$ cat src/rtl/icls_pkg.sv
package icls_pkg;
  localparam int DW      = 128;
  localparam int MTY_W   = 4;
  localparam int CLS_W   = 2;
  localparam int PROTO_W = 8;
  localparam int LOC_W   = 3;
  localparam int HDR_USED = 2 + CLS_W + PROTO_W + 3 * LOC_W;

  typedef struct packed {
    logic [DW-1:0]    data;
    logic             sop;
    logic             eop;
    logic [MTY_W-1:0] mty;
  } beat_t;

  localparam int BEAT_W = $bits(beat_t);

  typedef enum logic [2:0] {
    ST_COLLECT,
    ST_LOOKUP,
    ST_WAIT,
    ST_HDR,
    ST_FWD,
    ST_DROP
  } st_e;

  function automatic logic [DW-1:0] build_hdr(
    input logic [CLS_W-1:0]   cls,
    input logic [PROTO_W-1:0] proto,
    input logic [LOC_W-1:0]   rack,
    input logic [LOC_W-1:0]   port,
    input logic [LOC_W-1:0]   ifc
  );
    return {2'b00, cls, proto, rack, port, ifc, {(DW - HDR_USED){1'b0}}};
  endfunction
endpackage

$ cat src/rtl/icls_fifo.sv
module icls_fifo #(
  parameter int W     = 8,
  parameter int DEPTH = 4
) (
  input  logic         clk,
  input  logic         rst_n,
  input  logic         clr,
  input  logic         push,
  input  logic [W-1:0] din,
  input  logic         pop,
  output logic [W-1:0] dout,
  output logic         empty,
  output logic         full
);
  localparam int AW = (DEPTH > 1) ? $clog2(DEPTH) : 1;
  localparam int CW = $clog2(DEPTH + 1);

  logic [W-1:0]  mem [DEPTH];
  logic [AW-1:0] wr_q, wr_nx, rd_q, rd_nx;
  logic [CW-1:0] cnt_q, cnt_nx;
  logic          do_push, do_pop;

  assign empty   = (cnt_q == '0);
  assign full    = (cnt_q == CW'(DEPTH));
  assign do_push = push && !full && !clr;
  assign do_pop  = pop && !empty && !clr;
  assign dout    = mem[rd_q];

  function automatic logic [AW-1:0] bump(input logic [AW-1:0] p);
    return (p == AW'(DEPTH - 1)) ? '0 : AW'(p + 1'b1);
  endfunction

  always_comb begin
    wr_nx  = wr_q;
    rd_nx  = rd_q;
    cnt_nx = cnt_q;
    if (clr) begin
      wr_nx  = '0;
      rd_nx  = '0;
      cnt_nx = '0;
    end else begin
      if (do_push) wr_nx = bump(wr_q);
      if (do_pop)  rd_nx = bump(rd_q);
      case ({do_push, do_pop})
        2'b10:   cnt_nx = CW'(cnt_q + 1'b1);
        2'b01:   cnt_nx = CW'(cnt_q - 1'b1);
        default: cnt_nx = cnt_q;
      endcase
    end
  end

  always_ff @(posedge clk or negedge rst_n) begin
    if (!rst_n) begin
      wr_q  <= '0;
      rd_q  <= '0;
      cnt_q <= '0;
    end else begin
      wr_q  <= wr_nx;
      rd_q  <= rd_nx;
      cnt_q <= cnt_nx;
    end
  end

  always_ff @(posedge clk) begin
    if (do_push) mem[wr_q] <= din;
  end
endmodule

$ cat src/rtl/icls_keycap.sv
module icls_keycap
  import icls_pkg::*;
(
  input  logic               clk,
  input  logic               rst_n,
  input  logic               cap,
  input  logic [1:0]         idx,
  input  logic [DW-1:0]      d,
  input  logic [CLS_W-1:0]   ptype,
  input  logic [LOC_W-1:0]   cfg_rack,
  input  logic [LOC_W-1:0]   cfg_port,
  input  logic [LOC_W-1:0]   cfg_ifc,
  output logic [DW-1:0]      key,
  output logic [CLS_W-1:0]   cls,
  output logic [DW-1:0]      hdr
);
  logic [DW-1:0]      key_q, key_nx;
  logic [CLS_W-1:0]   cls_q, cls_nx;
  logic [PROTO_W-1:0] pro_q, pro_nx;
  logic [LOC_W-1:0]   rk_q, rk_nx, pt_q, pt_nx, if_q, if_nx;

  always_comb begin
    key_nx = key_q;
    cls_nx = cls_q;
    pro_nx = pro_q;
    rk_nx  = rk_q;
    pt_nx  = pt_q;
    if_nx  = if_q;
    if (cap) begin
      case (idx)
        2'd0: begin
          cls_nx = ptype;
          pro_nx = ptype[1] ? d[79:72] : d[55:48];
          rk_nx  = cfg_rack;
          pt_nx  = cfg_port;
          if_nx  = cfg_ifc;
          key_nx = '0;
        end
        2'd1: begin
          if (cls_q[1]) key_nx[DW-1:64] = d[63:0];
          else          key_nx = {{(DW-32){1'b0}}, d[127:96]};
        end
        2'd2:    key_nx[63:0] = d[127:64];
        default: key_nx = key_q;
      endcase
    end
  end

  always_ff @(posedge clk or negedge rst_n) begin
    if (!rst_n) begin
      key_q <= '0;
      cls_q <= '0;
      pro_q <= '0;
      rk_q  <= '0;
      pt_q  <= '0;
      if_q  <= '0;
    end else begin
      key_q <= key_nx;
      cls_q <= cls_nx;
      pro_q <= pro_nx;
      rk_q  <= rk_nx;
      pt_q  <= pt_nx;
      if_q  <= if_nx;
    end
  end

  assign key = key_q;
  assign cls = cls_q;
  assign hdr = build_hdr(cls_q, pro_q, rk_q, pt_q, if_q);
endmodule

$ cat src/rtl/icls_timer.sv
module icls_timer #(
  parameter int LIMIT = 64
) (
  input  logic clk,
  input  logic rst_n,
  input  logic run,
  output logic expired
);
  localparam int CW = $clog2(LIMIT + 1);

  logic [CW-1:0] cnt_q, cnt_nx;

  assign expired = run && (cnt_q == CW'(LIMIT - 1));

  always_comb begin
    cnt_nx = run ? CW'(cnt_q + 1'b1) : '0;
  end

  always_ff @(posedge clk or negedge rst_n) begin
    if (!rst_n) cnt_q <= '0;
    else        cnt_q <= cnt_nx;
  end
endmodule

$ cat src/rtl/ingress_classifier.sv
module ingress_classifier
  import icls_pkg::*;
#(
  parameter int FIFO_DEPTH  = 4,
  parameter int TIMEOUT_CYC = 64,
  parameter int CNT_W       = 16
) (
  input  logic                 clk,
  input  logic                 rst_n,
  input  logic [LOC_W-1:0]     cfg_rack,
  input  logic [LOC_W-1:0]     cfg_port,
  input  logic [LOC_W-1:0]     cfg_ifc,
  input  logic                 in_valid,
  output logic                 in_ready,
  input  logic [DW-1:0]        in_data,
  input  logic                 in_sop,
  input  logic                 in_eop,
  input  logic [MTY_W-1:0]     in_mty,
  input  logic [CLS_W-1:0]     in_ptype,
  output logic                 lk_req_valid,
  output logic [DW-1:0]        lk_key,
  output logic [CLS_W-1:0]     lk_class,
  input  logic                 lk_resp_valid,
  input  logic                 lk_resp_hit,
  output logic                 host_valid,
  input  logic                 host_ready,
  output logic [DW-1:0]        host_data,
  output logic                 host_sop,
  output logic                 host_eop,
  output logic [MTY_W-1:0]     host_mty,
  output logic                 fab_valid,
  input  logic                 fab_ready,
  output logic [DW-1:0]        fab_data,
  output logic                 fab_sop,
  output logic                 fab_eop,
  output logic [MTY_W-1:0]     fab_mty,
  output logic [CNT_W-1:0]     drop_count
);
  // reset: asserted asynchronously, released on the clock
  logic [1:0] rsync_q;
  logic       arst_n;

  always_ff @(posedge clk or negedge rst_n) begin
    if (!rst_n) rsync_q <= '0;
    else        rsync_q <= {rsync_q[0], 1'b1};
  end
  assign arst_n = rsync_q[1];

  st_e              st_q, st_nx;
  logic [1:0]       idx_q, idx_nx;
  logic             done_q, done_nx;
  logic             tohost_q, tohost_nx;
  logic [CNT_W-1:0] drop_q, drop_nx;

  logic        acc, cap, fifo_clr, fifo_pop, f_empty, f_full;
  logic        tmo, drop_inc, sel_rdy, streaming;
  logic [1:0]  need_last;
  beat_t       f_in, f_out;
  logic [DW-1:0] hdr;

  assign f_in = '{data: in_data, sop: in_sop, eop: in_eop, mty: in_mty};

  icls_fifo #(.W(BEAT_W), .DEPTH(FIFO_DEPTH)) u_fifo (
    .clk   (clk),
    .rst_n (arst_n),
    .clr   (fifo_clr),
    .push  (acc),
    .din   (f_in),
    .pop   (fifo_pop),
    .dout  (f_out),
    .empty (f_empty),
    .full  (f_full)
  );

  icls_keycap u_keycap (
    .clk      (clk),
    .rst_n    (arst_n),
    .cap      (cap),
    .idx      (idx_q),
    .d        (in_data),
    .ptype    (in_ptype),
    .cfg_rack (cfg_rack),
    .cfg_port (cfg_port),
    .cfg_ifc  (cfg_ifc),
    .key      (lk_key),
    .cls      (lk_class),
    .hdr      (hdr)
  );

  icls_timer #(.LIMIT(TIMEOUT_CYC)) u_timer (
    .clk     (clk),
    .rst_n   (arst_n),
    .run     (st_q == ST_WAIT && !lk_resp_valid),
    .expired (tmo)
  );

  assign streaming = (st_q == ST_FWD) || (st_q == ST_DROP);

  always_comb begin
    case (st_q)
      ST_COLLECT:     in_ready = !f_full;
      ST_FWD, ST_DROP: in_ready = !done_q && !f_full;
      default:        in_ready = 1'b0;
    endcase
  end

  assign acc       = in_valid && in_ready;
  assign cap       = acc && (st_q == ST_COLLECT);
  assign need_last = ((idx_q == 2'd0) ? in_ptype[1] : lk_class[1]) ? 2'd2 : 2'd1;
  assign sel_rdy   = tohost_q ? host_ready : fab_ready;
  assign fifo_pop  = streaming && !f_empty && ((st_q == ST_DROP) || sel_rdy);

  // next state
  always_comb begin
    st_nx     = st_q;
    idx_nx    = idx_q;
    done_nx   = done_q;
    tohost_nx = tohost_q;
    fifo_clr  = 1'b0;
    drop_inc  = 1'b0;
    case (st_q)
      ST_COLLECT: begin
        if (acc) begin
          if (idx_q == need_last) begin
            st_nx   = ST_LOOKUP;
            done_nx = in_eop;
            idx_nx  = '0;
          end else if (in_eop) begin
            fifo_clr = 1'b1;
            drop_inc = 1'b1;
            idx_nx   = '0;
          end else begin
            idx_nx = 2'(idx_q + 1'b1);
          end
        end
      end
      ST_LOOKUP: st_nx = ST_WAIT;
      ST_WAIT: begin
        if (lk_resp_valid) begin
          tohost_nx = lk_resp_hit;
          st_nx     = lk_resp_hit ? ST_FWD : ST_HDR;
        end else if (tmo) begin
          st_nx    = ST_DROP;
          drop_inc = 1'b1;
        end
      end
      ST_HDR: begin
        if (fab_ready) st_nx = ST_FWD;
      end
      ST_FWD, ST_DROP: begin
        if (acc && in_eop) done_nx = 1'b1;
        if (fifo_pop && f_out.eop) begin
          st_nx   = ST_COLLECT;
          done_nx = 1'b0;
        end
      end
      default: st_nx = ST_COLLECT;
    endcase
    drop_nx = (drop_inc && drop_q != '1) ? CNT_W'(drop_q + 1'b1) : drop_q;
  end

  always_ff @(posedge clk or negedge arst_n) begin
    if (!arst_n) begin
      st_q     <= ST_COLLECT;
      idx_q    <= '0;
      done_q   <= 1'b0;
      tohost_q <= 1'b0;
      drop_q   <= '0;
    end else begin
      st_q     <= st_nx;
      idx_q    <= idx_nx;
      done_q   <= done_nx;
      tohost_q <= tohost_nx;
      drop_q   <= drop_nx;
    end
  end

  assign lk_req_valid = (st_q == ST_LOOKUP);
  assign drop_count   = drop_q;

  assign host_valid = (st_q == ST_FWD) && tohost_q && !f_empty;
  assign host_data  = f_out.data;
  assign host_sop   = f_out.sop;
  assign host_eop   = f_out.eop;
  assign host_mty   = f_out.mty;

  assign fab_valid = (st_q == ST_HDR) || ((st_q == ST_FWD) && !tohost_q && !f_empty);
  assign fab_data  = (st_q == ST_HDR) ? hdr : f_out.data;
  assign fab_sop   = (st_q == ST_HDR);
  assign fab_eop   = (st_q == ST_HDR) ? 1'b0 : f_out.eop;
  assign fab_mty   = (st_q == ST_HDR) ? '0 : f_out.mty;
endmodule

$ cat config.mk
export PLATFORM = sky130hd
export DESIGN_NAME = ingress_classifier
export DESIGN_NICKNAME = d
export VERILOG_FILES = /design/src/rtl/icls_pkg.sv /design/src/rtl/icls_fifo.sv /design/src/rtl/icls_keycap.sv /design/src/rtl/icls_timer.sv /design/src/rtl/ingress_classifier.sv
export SDC_FILE = /design/constraint.sdc
export NUM_CORES = 1
export LEC_CHECK = 0
export ABC_AREA = 1
export BUFFER_PORTS_ARGS = -buffer_cell sky130_fd_sc_hd__buf_2
export CAP_MARGIN = 20
export CORE_UTILIZATION = 50
export DETAILED_ROUTE_END_ITERATION = 10
export GPL_TIMING_DRIVEN = 0
export PLACE_DENSITY = 0.76
export REMOVE_ABC_BUFFERS = 1
export SKIP_CTS_REPAIR_TIMING = 1
export SLEW_MARGIN = 20
export SYNTH_ARGS = -nofsm -noshare
export SYNTH_HDL_FRONTEND = slang
export SYNTH_HIERARCHICAL = 1
export SYNTH_SLANG_ARGS = --single-unit
$ cat constraint.sdc
create_clock -name clk -period 5.5 [get_ports clk]
set_input_delay 1.1 -clock clk [delete_from_list [all_inputs] [get_ports clk]]
set_output_delay 1.1 -clock clk [all_outputs]
set_load 0.03 [all_outputs]
After elaboration in Yosys (flattened, before gate mapping)

Memories as Yosys holds them, arrays and structs flattened.
Cells that the tools add are included.

Memories kept: 1
Output and inout bits: 418
Logic and storage cells: 136
Input bits: 152
Register bits after elaboration: 186
Memory bits (writable): 536

Memory list:

| name       | depth | width | read ports | clocked after memory_dff | write ports | line            | text |
|---|---|---|---|---|---|---|---|
| u_fifo.mem | 4     | 134   | 1          | 0                        | 1           | icls_fifo.sv:18 | `logic [W-1:0] mem [DEPTH];` |

Reduce and logical (&&, ||, !) cells: 44
$add $sub $neg: 7
Mux-type cells: 45
Eq/ne operators: 22

Operators by type and width:

| cell                    | number |
|---|---|
| $pmux W64 S3            | 1 |
| $mux W128               | 1 |
| $mux W64                | 2 |
| $pmux W64 S2            | 1 |
| $mux W3                 | 8 |
| $logic_and A1 B1 Y1     | 18 |
| $mux W2                 | 9 |
| $add A16 B1 Y16 const B | 1 |
| $ne A16 B16 Y1 const B  | 1 |
| $mux W1                 | 15 |
| $pmux W3 S5             | 1 |
| $eq A3 B3 Y1 const B    | 3 |
| $eq A2 B2 Y1 const B    | 4 |
| $mux W8                 | 1 |
| $ne A2 B2 Y1 const B    | 4 |
| $reduce_and A2 Y1       | 4 |
| $reduce_bool A2 Y1      | 4 |
| $add A7 B1 Y7 const B   | 1 |
| $eq A7 B6 Y1 const B    | 1 |
| $mux W7                 | 1 |
| $add A2 B1 Y2 const B   | 3 |
| $eq A3 B2 Y1 const B    | 2 |
| $logic_not A1 Y1        | 6 |
| $logic_not A3 Y1        | 2 |
| other kinds (17)        | 24 |

Depth between registers and ports, before layout

Gate-level depths: netlist (run 1).

Depth in word-level cells: 12
Mapped depth: 18

By module

The synthesis (run 1) kept the hierarchy.

By module, submodules not included:

| module             | cells an instance | area an instance (um2) | instances | sequential area each (um2) |
|---|---|---|---|---|
| icls_fifo          | 1363              | 20339.5                | 1         | 16270.6 |
| icls_keycap        | 878               | 7250.7                 | 1         | 3678.5 |
| ingress_classifier | 655               | 3229.3                 | 1         | 625.6 |
| icls_timer         | 43                | 347.8                  | 1         | 175.2 |

Worst setup path after synthesis (run 1)

Ideal clock, no wire load.

Kind: input-to-reg
Start: in in_ptype[1]
End: mem u_fifo/mem[0][0] (netlist name), enable pin
Arrival time: 7.300 ns
Stages on the path: 7
Setup slack: -2.428 ns
Path buffers: 0
Library setup time: 0.629 ns
Path through: nand2_1 -> nand4_1 -> nand3_2 -> nor2_1 -> nor2_1 -> inv_1 -> nor2_1

Longest elaborated chain between the ends: 10

RTL lines:

| element                       | line                      | text |
|---|---|---|
| start, declared               | ingress_classifier.sv:19  | `input logic [CLS_W-1:0] in_ptype,` |
| $mux W1                       | ingress_classifier.sv:109 | `assign need_last = ((idx_q == 2'd0) ? in_ptype[1] : lk_class[1]) ? 2'd2 : 2'd1;` |
| $mux W2                       | ingress_classifier.sv:109 |  |
| $eq A2 B2 Y1                  | ingress_classifier.sv:124 | `if (idx_q == need_last) begin` |
| $mux W1                       | ingress_classifier.sv:124 |  |
| $mux W1                       | ingress_classifier.sv:123 | `if (acc) begin` |
| $mux W1                       | ingress_classifier.sv:121 | `case (st_q)` |
| via fifo_clr                  | ingress_classifier.sv:55  | `logic acc, cap, fifo_clr, fifo_pop, f_empty, f_full;` |
| $logic_not A1 Y1              | icls_fifo.sv:25           | `assign do_push = push && !full && !clr;` |
| $logic_and A1 B1 Y1           | icls_fifo.sv:25           |  |
| $mux W1                       | icls_fifo.sv:65           | `if (do_push) mem[wr_q] <= din;` |
| $mux W1 (not written as such) | icls_fifo.sv:65           |  |
| end, declared                 | icls_fifo.sv:18           |  |

The timed path passes the listed nets, and every way through them passes these cells.

Final worst setup path (run 1)

Start: reg u_fifo.rd_q[0]
End: out fab_data[118]

Longest elaborated chain between the ends: 2

RTL lines:

| element                | line                      | text |
|---|---|---|
| start, declared        | icls_fifo.sv:19           | `logic [AW-1:0] wr_q, wr_nx, rd_q, rd_nx;` |
| start signal, assigned | icls_fifo.sv:59           | `rd_q <= rd_nx;` |
| $mem_v2 Z4 W134        | --                        |  |
| $mux W128              | ingress_classifier.sv:188 | `assign fab_data = (st_q == ST_HDR) ? hdr : f_out.data;` |
| end, declared          | ingress_classifier.sv:33  | `output logic [DW-1:0] fab_data,` |

Every way passes these cells.

==> metrics, run 1 <==
CTS tree done; RSZ-0062 raised after global routing false; Top-Level Pins 570; first-pass GRT wire length 122800 um; GP Congestion 0.8047; async set-reset flop share out of synthesis 0.2576; WS Path Type reg -> out; dpl cells 4216; Mapped Cells 2939; total die area 63340 um2; Core Rows 91; post-layout min period 4824 ps; CTS buffer count 74; routed vias 23197; setup TNS 0 ps; Yosys cell types 40; Reg clk slew, reported paths 60 ps; initial antenna violation count 3; CTS Sinks 722; Initial Utilization 0.5060; fin nets 3621; multi-input logic area 8765 um2; clk_lat worst skew 610 ps; Post-Place Setup Slack 1241 ps; syn avg cell area 10.60 um2; static leakage 0.01616 uW; period utilization 0.8771; Area growth syn-to-layout 20.27%; Initial DRC Count 1657; Clock Tree Buf Depth 3; Min Hold Slack 224.2 ps; Slew HR 0.4205; PD cells 640.3 nW/um2; Worst Setup End Kind primary output; Least-Margin Pin Slew 869.2 ps; global route overflow 0; Worst Hold Class reg -> async; data required time of the worst path 4400 ps; final hold vios 0; Core Footprint 61600 um2; # port buffers 569; sequential share of the synthesized area 0.6658; largest net degree at the start of global routing 146; routed wire length 82170 um; status finished, final reports clean; chip height 251.7 um; Crit Path Max Fanout 145; skew final 22.80 ps; min setup slack post-route 675.9 ps; vias per cell 5.327; drt wl/cell 18.87 um; Max Freq 207.3 MHz; htree depth 3; Sequential Area 20760 um2; Residual DRC 0; Final ANT Viol Nets 0; Pwr Total 24000 uW; Fillers 4854; most frequent cells in the layout nand2_1 (822), buf_2 (569), edfxtp_1 (536), nor2_1 (312), o21ai_0 (287); YS warnings 6; DRT Pass-1 Iters 6; number of synthesized register bits 722; Post-DP HPWL 52670 um; # setup viols final 0; layout cell share with drive strength beyond 1 0.2196; EDFF count, synth 536; CP arrival 3720 ps; Synth Cell Area 31170 um2; ys flop type edfxtp_1; vias in the first global route 21503; commonest non-fill, non-tap cell in the layout nand2_1; CP Launch Type flop; clock root cell clkbuf_16; post-route insts no fill 4355; die width 251.7 um; Max Cap Viol 0; pins over their slew limit 0; Max IR drop VDD 516.7 uV; GRT Total Usage 0.2524
-- cell families (layout without fill, tap and decap cells) --
group | count (synthesis) | after routing | synth area share
adders and majority gates | 14 | 14 | 0.005861
xor gates and xnor gates | 8 | 8 | 0.002248
and+or+nand+nor | 1335 | 1335 | 0.1705
buffers and inverters | 356 | 824 | 0.06869
DFF | 722 | 722 | 0.6658
AOI/OAI and AO/OA | 502 | 502 | 0.08671
other | 2 | 113 | 0.0002410
-- state kept, by name, indices dropped and copies added (netlist names), 3 cells and up --
name / count
u_timer/cnt_q: 7
st_q: 3
u_keycap/key: 128
u_fifo/mem: 536
u_fifo/cnt_q: 3
u_keycap/pro_q: 8
drop_count: 16
u_keycap/rk_q: 3
u_keycap/if_q: 3
u_keycap/pt_q: 3
-- worst paths after layout --
path	startpoint	to	slack, ps	depth (start not counted)
max	u_fifo/rd_q[0]	fab_data[118]	680	8
min	rsync_q[1]	u_keycap/rk_q[0]	220	0
max reg2reg	idx_q[0]	u_fifo/mem[0][60]	2140	15
min reg2reg	rsync_q[1]	u_keycap/rk_q[0]	220	0
max in group asynchronous	rsync_q[1]	u_fifo/rd_q[1]	4420	2
min in group clk	rsync_q[0]	rsync_q[1]	370	0
-- synth_stat cells (3+ instances only) --
cell,number,area share
nand3_2,3,0.00096
o22ai_1,134,0.027
clkbuf_1,56,0.0067
edfxtp_1,536,0.52
buf_4,124,0.030
inv_2,6,0.00072
dfrtp_1,186,0.15
o21ai_1,55,0.0088
ha_1,13,0.0052
nor2_1,316,0.038
inv_1,59,0.0071
nand2_1,825,0.099
nor3_1,6,0.00096
a21oi_1,21,0.0034
nand3_1,164,0.026
buf_2,74,0.012
buf_6,29,0.010
nor2_2,5,0.0010
nand2_2,5,0.0010
o21ai_0,287,0.046
xor2_1,6,0.0017
-- cell type report --
type	instances	share of cell area
sequential	722	0.5538
clock inverter	31	0.009579
inverter	68	0.007577
multi-input combinational	1969	0.2338
timing repair buffer	620	0.1110
clock buffer	105	0.05604
tap	837	0.02794
antenna	3	0.0002003
-- where the power goes --
group          internal [uW]  total [uW]  switching (uW)
Clock                   2970        5050            2080
Combinational           3070       11600            8520
Sequential              6870        7360             483
Total                  12900       24000           11100
-- routing by layer --
layer / global-route usage / routed length [um]
met5: 0 / 0
met4: 0.09547 / 2221
met3: 0.04230 / 5956
met2: 0.4294 / 40960
met1: 0.3244 / 33030
-- worst max-delay path, stage by stage (launching register included) --
cell and delay (ps):
dfrtp_4 720, buf_16 320, inv_12 350, buf_16 490, nor2_1 90, o22ai_1 530, nand2_1 110, nand2_1 80
buf_2 230
-- per-stage QoR --
step	area (um2)	utilization
after CTS	37480	0.6084
after global placement	33590	0.5453
final	37490	0.6086
after global routing	37480	0.6085
after detailed placement	35020	0.5685
after floorplan	29690	-
No activity file was read; power rests on OpenSTA's default activity.
==> inputs of run 2 (changes only) <==
--- a/config.mk
+++ b/config.mk
@@ -12,6 +12,7 @@
 export DETAILED_ROUTE_END_ITERATION = 10
 export GPL_TIMING_DRIVEN = 0
 export PLACE_DENSITY = 0.76
+export RECOVER_POWER = 100
 export REMOVE_ABC_BUFFERS = 1
 export SKIP_CTS_REPAIR_TIMING = 1
 export SLEW_MARGIN = 20
==> metrics, run 2 (synthesized netlist as in run 1, its figures left out) <==
status complete, but fails checks; failing checks capacitance limit, slew limit; Worst Setup End Kind primary output; Slew HR -1.057 (-1.477); post-layout min period 4994 ps (+169.8 ps); Max IR drop VDD 485.5 uV (-6.0%); clk_lat worst skew 610 ps (about the same); Pwr Total 23320 uW (-2.8%); critical path's most frequent cell nand2_1; Top-Level Pins 570 (unchanged); final core occ 0.5864 (-0.02214); CP Buf/Inv Count 5 (+1); chip height 251.7 um (unchanged); Worst Hold Class in -> async; routed wire length 82490 um (+0.39%); first-pass GRT wire length 122800 um (unchanged); data required time of the worst path 4400 ps (about the same); initial antenna violation count 1 (-2); dpl cells 4216 (unchanged); total die area 63340 um2 (unchanged); critical path's top delay family buffers and inverters; R2R setup slack 580 ps (-1560 ps); Crit path largest cell delay 610 ps (-110 ps); htree depth 3 (unchanged); Core Rows 91 (unchanged); CTS tree done; Clock Tree Buf Depth 3 (unchanged); # port buffers 569 (unchanged); largest net degree at the start of global routing 146 (unchanged); layout cell share with drive strength beyond 1 0.05292 (-0.1667); Crit Path Max Fanout 73 (-50%); # setup viols final 0 (unchanged); GP Congestion 0.8047 (unchanged); die width 251.7 um (unchanged); global route overflow 0 (unchanged); routed vias 23287 (+0.39%); CP Launch Type flop; post-route insts no fill 4354 (-0.023%); GRT Total Usage 0.2524 (unchanged); sw frac 0.4760 (+0.01386); skew final 23.55 ps (+0.7446 ps); DRT Pass-1 Iters 6 (unchanged); WS Path Type reg -> out; commonest non-fill, non-tap cell in the layout nand2_1; Flop pwr share 0.316 (+0.010); Initial DRC Count 1666 (+0.54%); CTS buffer count 74 (unchanged); vias in the first global route 21503 (unchanged); Post-DP HPWL 52670 um (unchanged); drt wl/cell 18.94 um (+0.41%); Core Footprint 61600 um2 (unchanged); Crit path depth 9 (+1); PD cells 645.6 nW/um2 (+0.82%); Residual DRC 0 (unchanged); Final ANT Viol Nets 0 (unchanged); Initial Utilization 0.5060 (unchanged); Reg clk slew, reported paths 60 ps (about the same); static leakage 0.01418 uW (-12%); share of total power in combinational logic 0.467 (-0.016); CP max stage cell nand2_1; Biggest register u_fifo/mem; CP arrival 3890 ps (+170 ps); Switching Power 11100 uW (about the same); Area growth syn-to-layout 15.90%; cells along the critical path inv_1 > nor2_1 > nand2_1 > buf_16 > inv_6 > buf_16 > nand2_1 > nand2_1 > clkbuf_1; Least-Margin Pin Slew 3085 ps (+2216 ps); Largest register FFs 536 (unchanged); internal power 12220 uW (-5.4%); Clock power frac 0.217 (+0.006); fin nets 3621 (unchanged); final hold vios 0 (unchanged); most frequent cells in the layout nand2_1 (827), clkbuf_1 (587), edfxtp_1 (536), nor2_1 (318), o21ai_0 (308); pins over their slew limit 297 (+297); Max Cap Viol 8 (+8); period utilization 0.9080 (+0.03088); Reg2Reg Depth 15 (unchanged); CTS Sinks 722 (unchanged); clock root cell clkbuf_16; vias per cell 5.348 (+0.41%); RSZ-0062 raised after global routing false; Max Freq 200.2 MHz (-3.4%)
run 2: changes by cell type in the layout (fill, tap and decap cells not counted), moves of 3 or more:
cell      delta
buf_12       -5
buf_16      -21
buf_2      -545
clkbuf_1   +567
clkbuf_2     +4
nand2_1      +5
nand2_4      -3
nor2_1       +6
nor2_4       -4
o21ai_0     +21
o21ai_1     -18
run 2: path summary, 6_finish.rpt:
| path | start | endpoint |
|---|---|---|
| hold / removal | rst_n | rsync_q[1] |
| min in group clk | rsync_q[0] | rsync_q[1] |
| setup reg to reg | idx_q[0] | u_fifo/mem[2][90] |
| setup / recovery | st_q[1] | fab_data[123] |
| hold reg to reg | rsync_q[1] | u_keycap/rk_q[0] |
| max in group asynchronous | rsync_q[1] | u_fifo/rd_q[1] |
run 2: metal layers:
metal / wire length (um) / track usage
met1: 33420 / 0.3244
met3: 5828 / 0.04230
met4: 2367 / 0.09547
met2: 40870 / 0.4294
met5: 0 / 0
run 2: worst reg2reg max path, stage by stage (launching register included):
cell	delay [ps]
dfrtp_1	470
inv_1	110
ha_1	230
inv_1	60
nand2_1	60
nand2_1	70
nand2_1	60
nand3_1	150
nor2_1	110
nor2_1	210
inv_1	120
nor2_1	670
clkbuf_1	650
clkbuf_1	790
clkbuf_2	610
buf_16	250
run 2: area by class of cell:
cell class                 instances  area [um2]
clock inverter                    31       359.1
antenna                            2       5.005
clock buffer                     105        2101
fill                            5222       25480
sequential                       722       20760
tap                              837        1047
multi-input combinational       1969        8666
timing repair buffer             620        2904
inverter                          68       282.8
run 2: power groups by stage:
stage	Combinational [uW]	Clock, uW	Sequential, uW
final	10900	5060	7380
after global routing	11600	5360	7470
after CTS	11600	5140	7350
after detailed placement	11600	0	7450
after global placement	10700	0	7990
after floorplan	6760	0	8250
run 2: through the flow:
stage | setup TNS [ps] | setup WS (ps) | area, um2 | hold WS, ps
after floorplan | -1892790 | -2428 | 29690 | 331.2
after global placement | -6800640 | -7818 | 33590 | 335.7
after detailed placement | 0 | 1241 | 35020 | 229.0
after CTS | 0 | 573.2 | 37480 | 230.5
after global routing | 0 | 220.5 | 36120 | 257.8
final | 0 | 506.1 | 36120 | 279.1
==> inputs of run 3 (changes only) <==
--- a/config.mk
+++ b/config.mk
@@ -8,10 +8,10 @@
 export ABC_AREA = 1
 export BUFFER_PORTS_ARGS = -buffer_cell sky130_fd_sc_hd__buf_2
 export CAP_MARGIN = 20
-export CORE_UTILIZATION = 50
+export CORE_UTILIZATION = 51
 export DETAILED_ROUTE_END_ITERATION = 10
 export GPL_TIMING_DRIVEN = 0
-export PLACE_DENSITY = 0.76
+export PLACE_DENSITY = 0.77
 export RECOVER_POWER = 100
 export REMOVE_ABC_BUFFERS = 1
 export SKIP_CTS_REPAIR_TIMING = 1
==> metrics, run 3 (synthesized netlist as in run 1, its figures left out) <==
status complete, but fails checks; failing checks capacitance limit, slew limit; Crit Path Max Fanout 156 (+110%); Clock power frac 0.216 (about the same); Design Area, Final 36370 um2 (+0.69%); CTS tree done; top sig layer met5; GRT Total Usage 0.2590 (+0.006648); Post-Place Setup Slack 1407 ps (+165.8 ps); clk_lat worst skew 610 ps (about the same); vias per cell 5.373 (+0.46%); CP arrival 3740 ps (-150 ps); commonest non-fill, non-tap cell in the layout nand2_1; setup TNS 0 ps (unchanged); Worst Setup End Kind primary output; RSZ-0062 raised after global routing false; static leakage 0.01433 uW (+1.1%); Largest register FFs 536 (unchanged); post-layout min period 4845 ps (-149.2 ps); # port buffers 569 (unchanged); Reg2Reg Launch Point u_fifo/cnt_q[0]; Crit path depth 8 (-1); M1 wire length 32360 um (-3.2%); Max Cap Viol 10 (+2); Min Hold Slack 229.4 ps (-49.72 ps); CP Buf/Inv Count 4 (-1); Critical Path Start u_fifo/rd_q[0]; CTS buffer count 74 (unchanged); Least-Margin Pin Slew 3353 ps (+267.4 ps); total die area 62110 um2 (-1.9%); Slew HR -1.235 (-0.1783); CP max stage cell dfrtp_1; initial antenna violation count 5 (+4); Initial DRC Count 1905 (+14%); post-route insts no fill 4300 (-1.2%); # setup viols final 0 (unchanged); met2 WL 40150 um (-1.8%); routed wire length 81620 um (-1.1%); Top-Level Pins 570 (unchanged); routed vias 23104 (-0.79%); Reg2Reg Depth 13 (-2); Area growth syn-to-layout 16.70%; Initial Utilization 0.5164 (+0.01039); routed wl met3 5932 um (+1.8%); cells along the critical path buf_16 > inv_12 > buf_16 > nor2_1 > o22ai_1 > nand2_1 > nand2_1 > clkbuf_1; Fillers 5091 (-2.5%); first-pass GRT wire length 124200 um (+1.2%); data required time of the worst path 4400 ps (about the same); Critical Path End fab_data[60]; vias in the first global route 22191 (+3.2%); Crit path largest cell delay 700 ps (+90 ps); Post-DP HPWL 52380 um (-0.56%); Reg clk slew, reported paths 60 ps (about the same); final hold vios 0 (unchanged); dpl cells 4160 (-1.3%); Switching Power 11060 uW (-0.35%); Core Rows 90 (-1.1%); WS Path Type reg -> out; R2R setup slack 760 ps (+180 ps); Core Footprint 60360 um2 (-2.0%); most frequent cells in the layout nand2_1 (825), clkbuf_1 (563), edfxtp_1 (536), nor2_1 (318), o21ai_0 (310); period utilization 0.8809 (-0.02712); sw frac 0.4729 (-0.003080); chip height 249.2 um (-0.98%); Max IR drop VDD 481.3 uV (-0.85%); worst reg2reg endpoint u_keycap/key[34]; largest net degree at the start of global routing 157 (+7.5%); share of total power in combinational logic 0.471 (+0.004); DRT Pass-1 Iters 5 (-1); Flop pwr share 0.313 (-0.003); Residual DRC 0 (unchanged); CTS Sinks 722 (unchanged); drt wl/cell 18.98 um (+0.19%); clock root cell clkbuf_16; Clock Tree Buf Depth 3 (unchanged); post-place instance area 34850 um2 (-0.49%); GP Congestion 0.8100 (+0.66%); fin nets 3620 (-0.028%); min setup slack post-route 655.3 ps (+149.2 ps); pins over their slew limit 278 (-6.4%); Worst Hold Class reg -> async; layout cell share with drive strength beyond 1 0.05887 (+0.005958); Biggest register u_fifo/mem; PD cells 643.0 nW/um2 (-0.39%); Final ANT Viol Nets 0 (unchanged); CP Launch Type flop; Max Freq 206.4 MHz (+3.1%); global route overflow 0 (unchanged); htree depth 3 (unchanged); die width 249.2 um (-0.98%); critical path's top delay family buffers and inverters; skew final 25.22 ps (+1.669 ps); internal power 12330 uW (+0.89%)
-- run 3: how the worst min path moves through the flow --
stage                from          endpoint  slack [ps]  depth (start not counted)
3_5_place_dp   rsync_q[1]  u_keycap/if_q[2]         220                          0
4_1_cts        rsync_q[1]  u_keycap/key[23]         220                          0
3_3_place_gp   rsync_q[0]        rsync_q[1]         330                          0
2_1_floorplan  rsync_q[0]        rsync_q[1]         330                          0
5_1_grt             rst_n        rsync_q[0]         260                          1
6_report       rsync_q[1]  u_keycap/if_q[2]         230                          0
-- run 3: layout make-up --
class / count / area [um2] / share of cell area
Sequential cell: 722 / 20750 / 0.5706
Multi-Input combinational cell: 1969 / 8676 / 0.2385
Timing Repair Buffer: 619 / 3204 / 0.08810
Clock buffer: 105 / 2121 / 0.05831
Tap cell: 782 / 978.4 / 0.02690
Clock inverter: 33 / 350.3 / 0.009632
Inverter: 68 / 282.8 / 0.007775
Antenna cell: 2 / 5.005 / 0.0001376
-- run 3: power by group through the flow --
stage	Clock (uW)	Sequential, uW	Combinational, uW
final	5050	7320	11000
after global placement	0	7980	10700
after floorplan	0	8250	6760
after detailed placement	0	7400	11600
after global routing	5330	7410	11800
after CTS	5130	7300	11600
-- run 3: layer usage --
layer / GRT usage / vias up
li1: - / 10875
met1: 0.3291 / 11055
met2: 0.4398 / 984
met3: 0.04148 / 184
met4: 0.1134 / 6
met5: 0 / -
-- run 3: per-stage QoR --
step | total power (uW) | utilization
3_3_place_gp | 18690 | 0.5553
6_report | 23390 | 0.6026
3_5_place_dp | 18970 | 0.5773
2_1_floorplan | 15010 | -
5_1_grt | 24520 | 0.6026
4_1_cts | 24030 | 0.6183
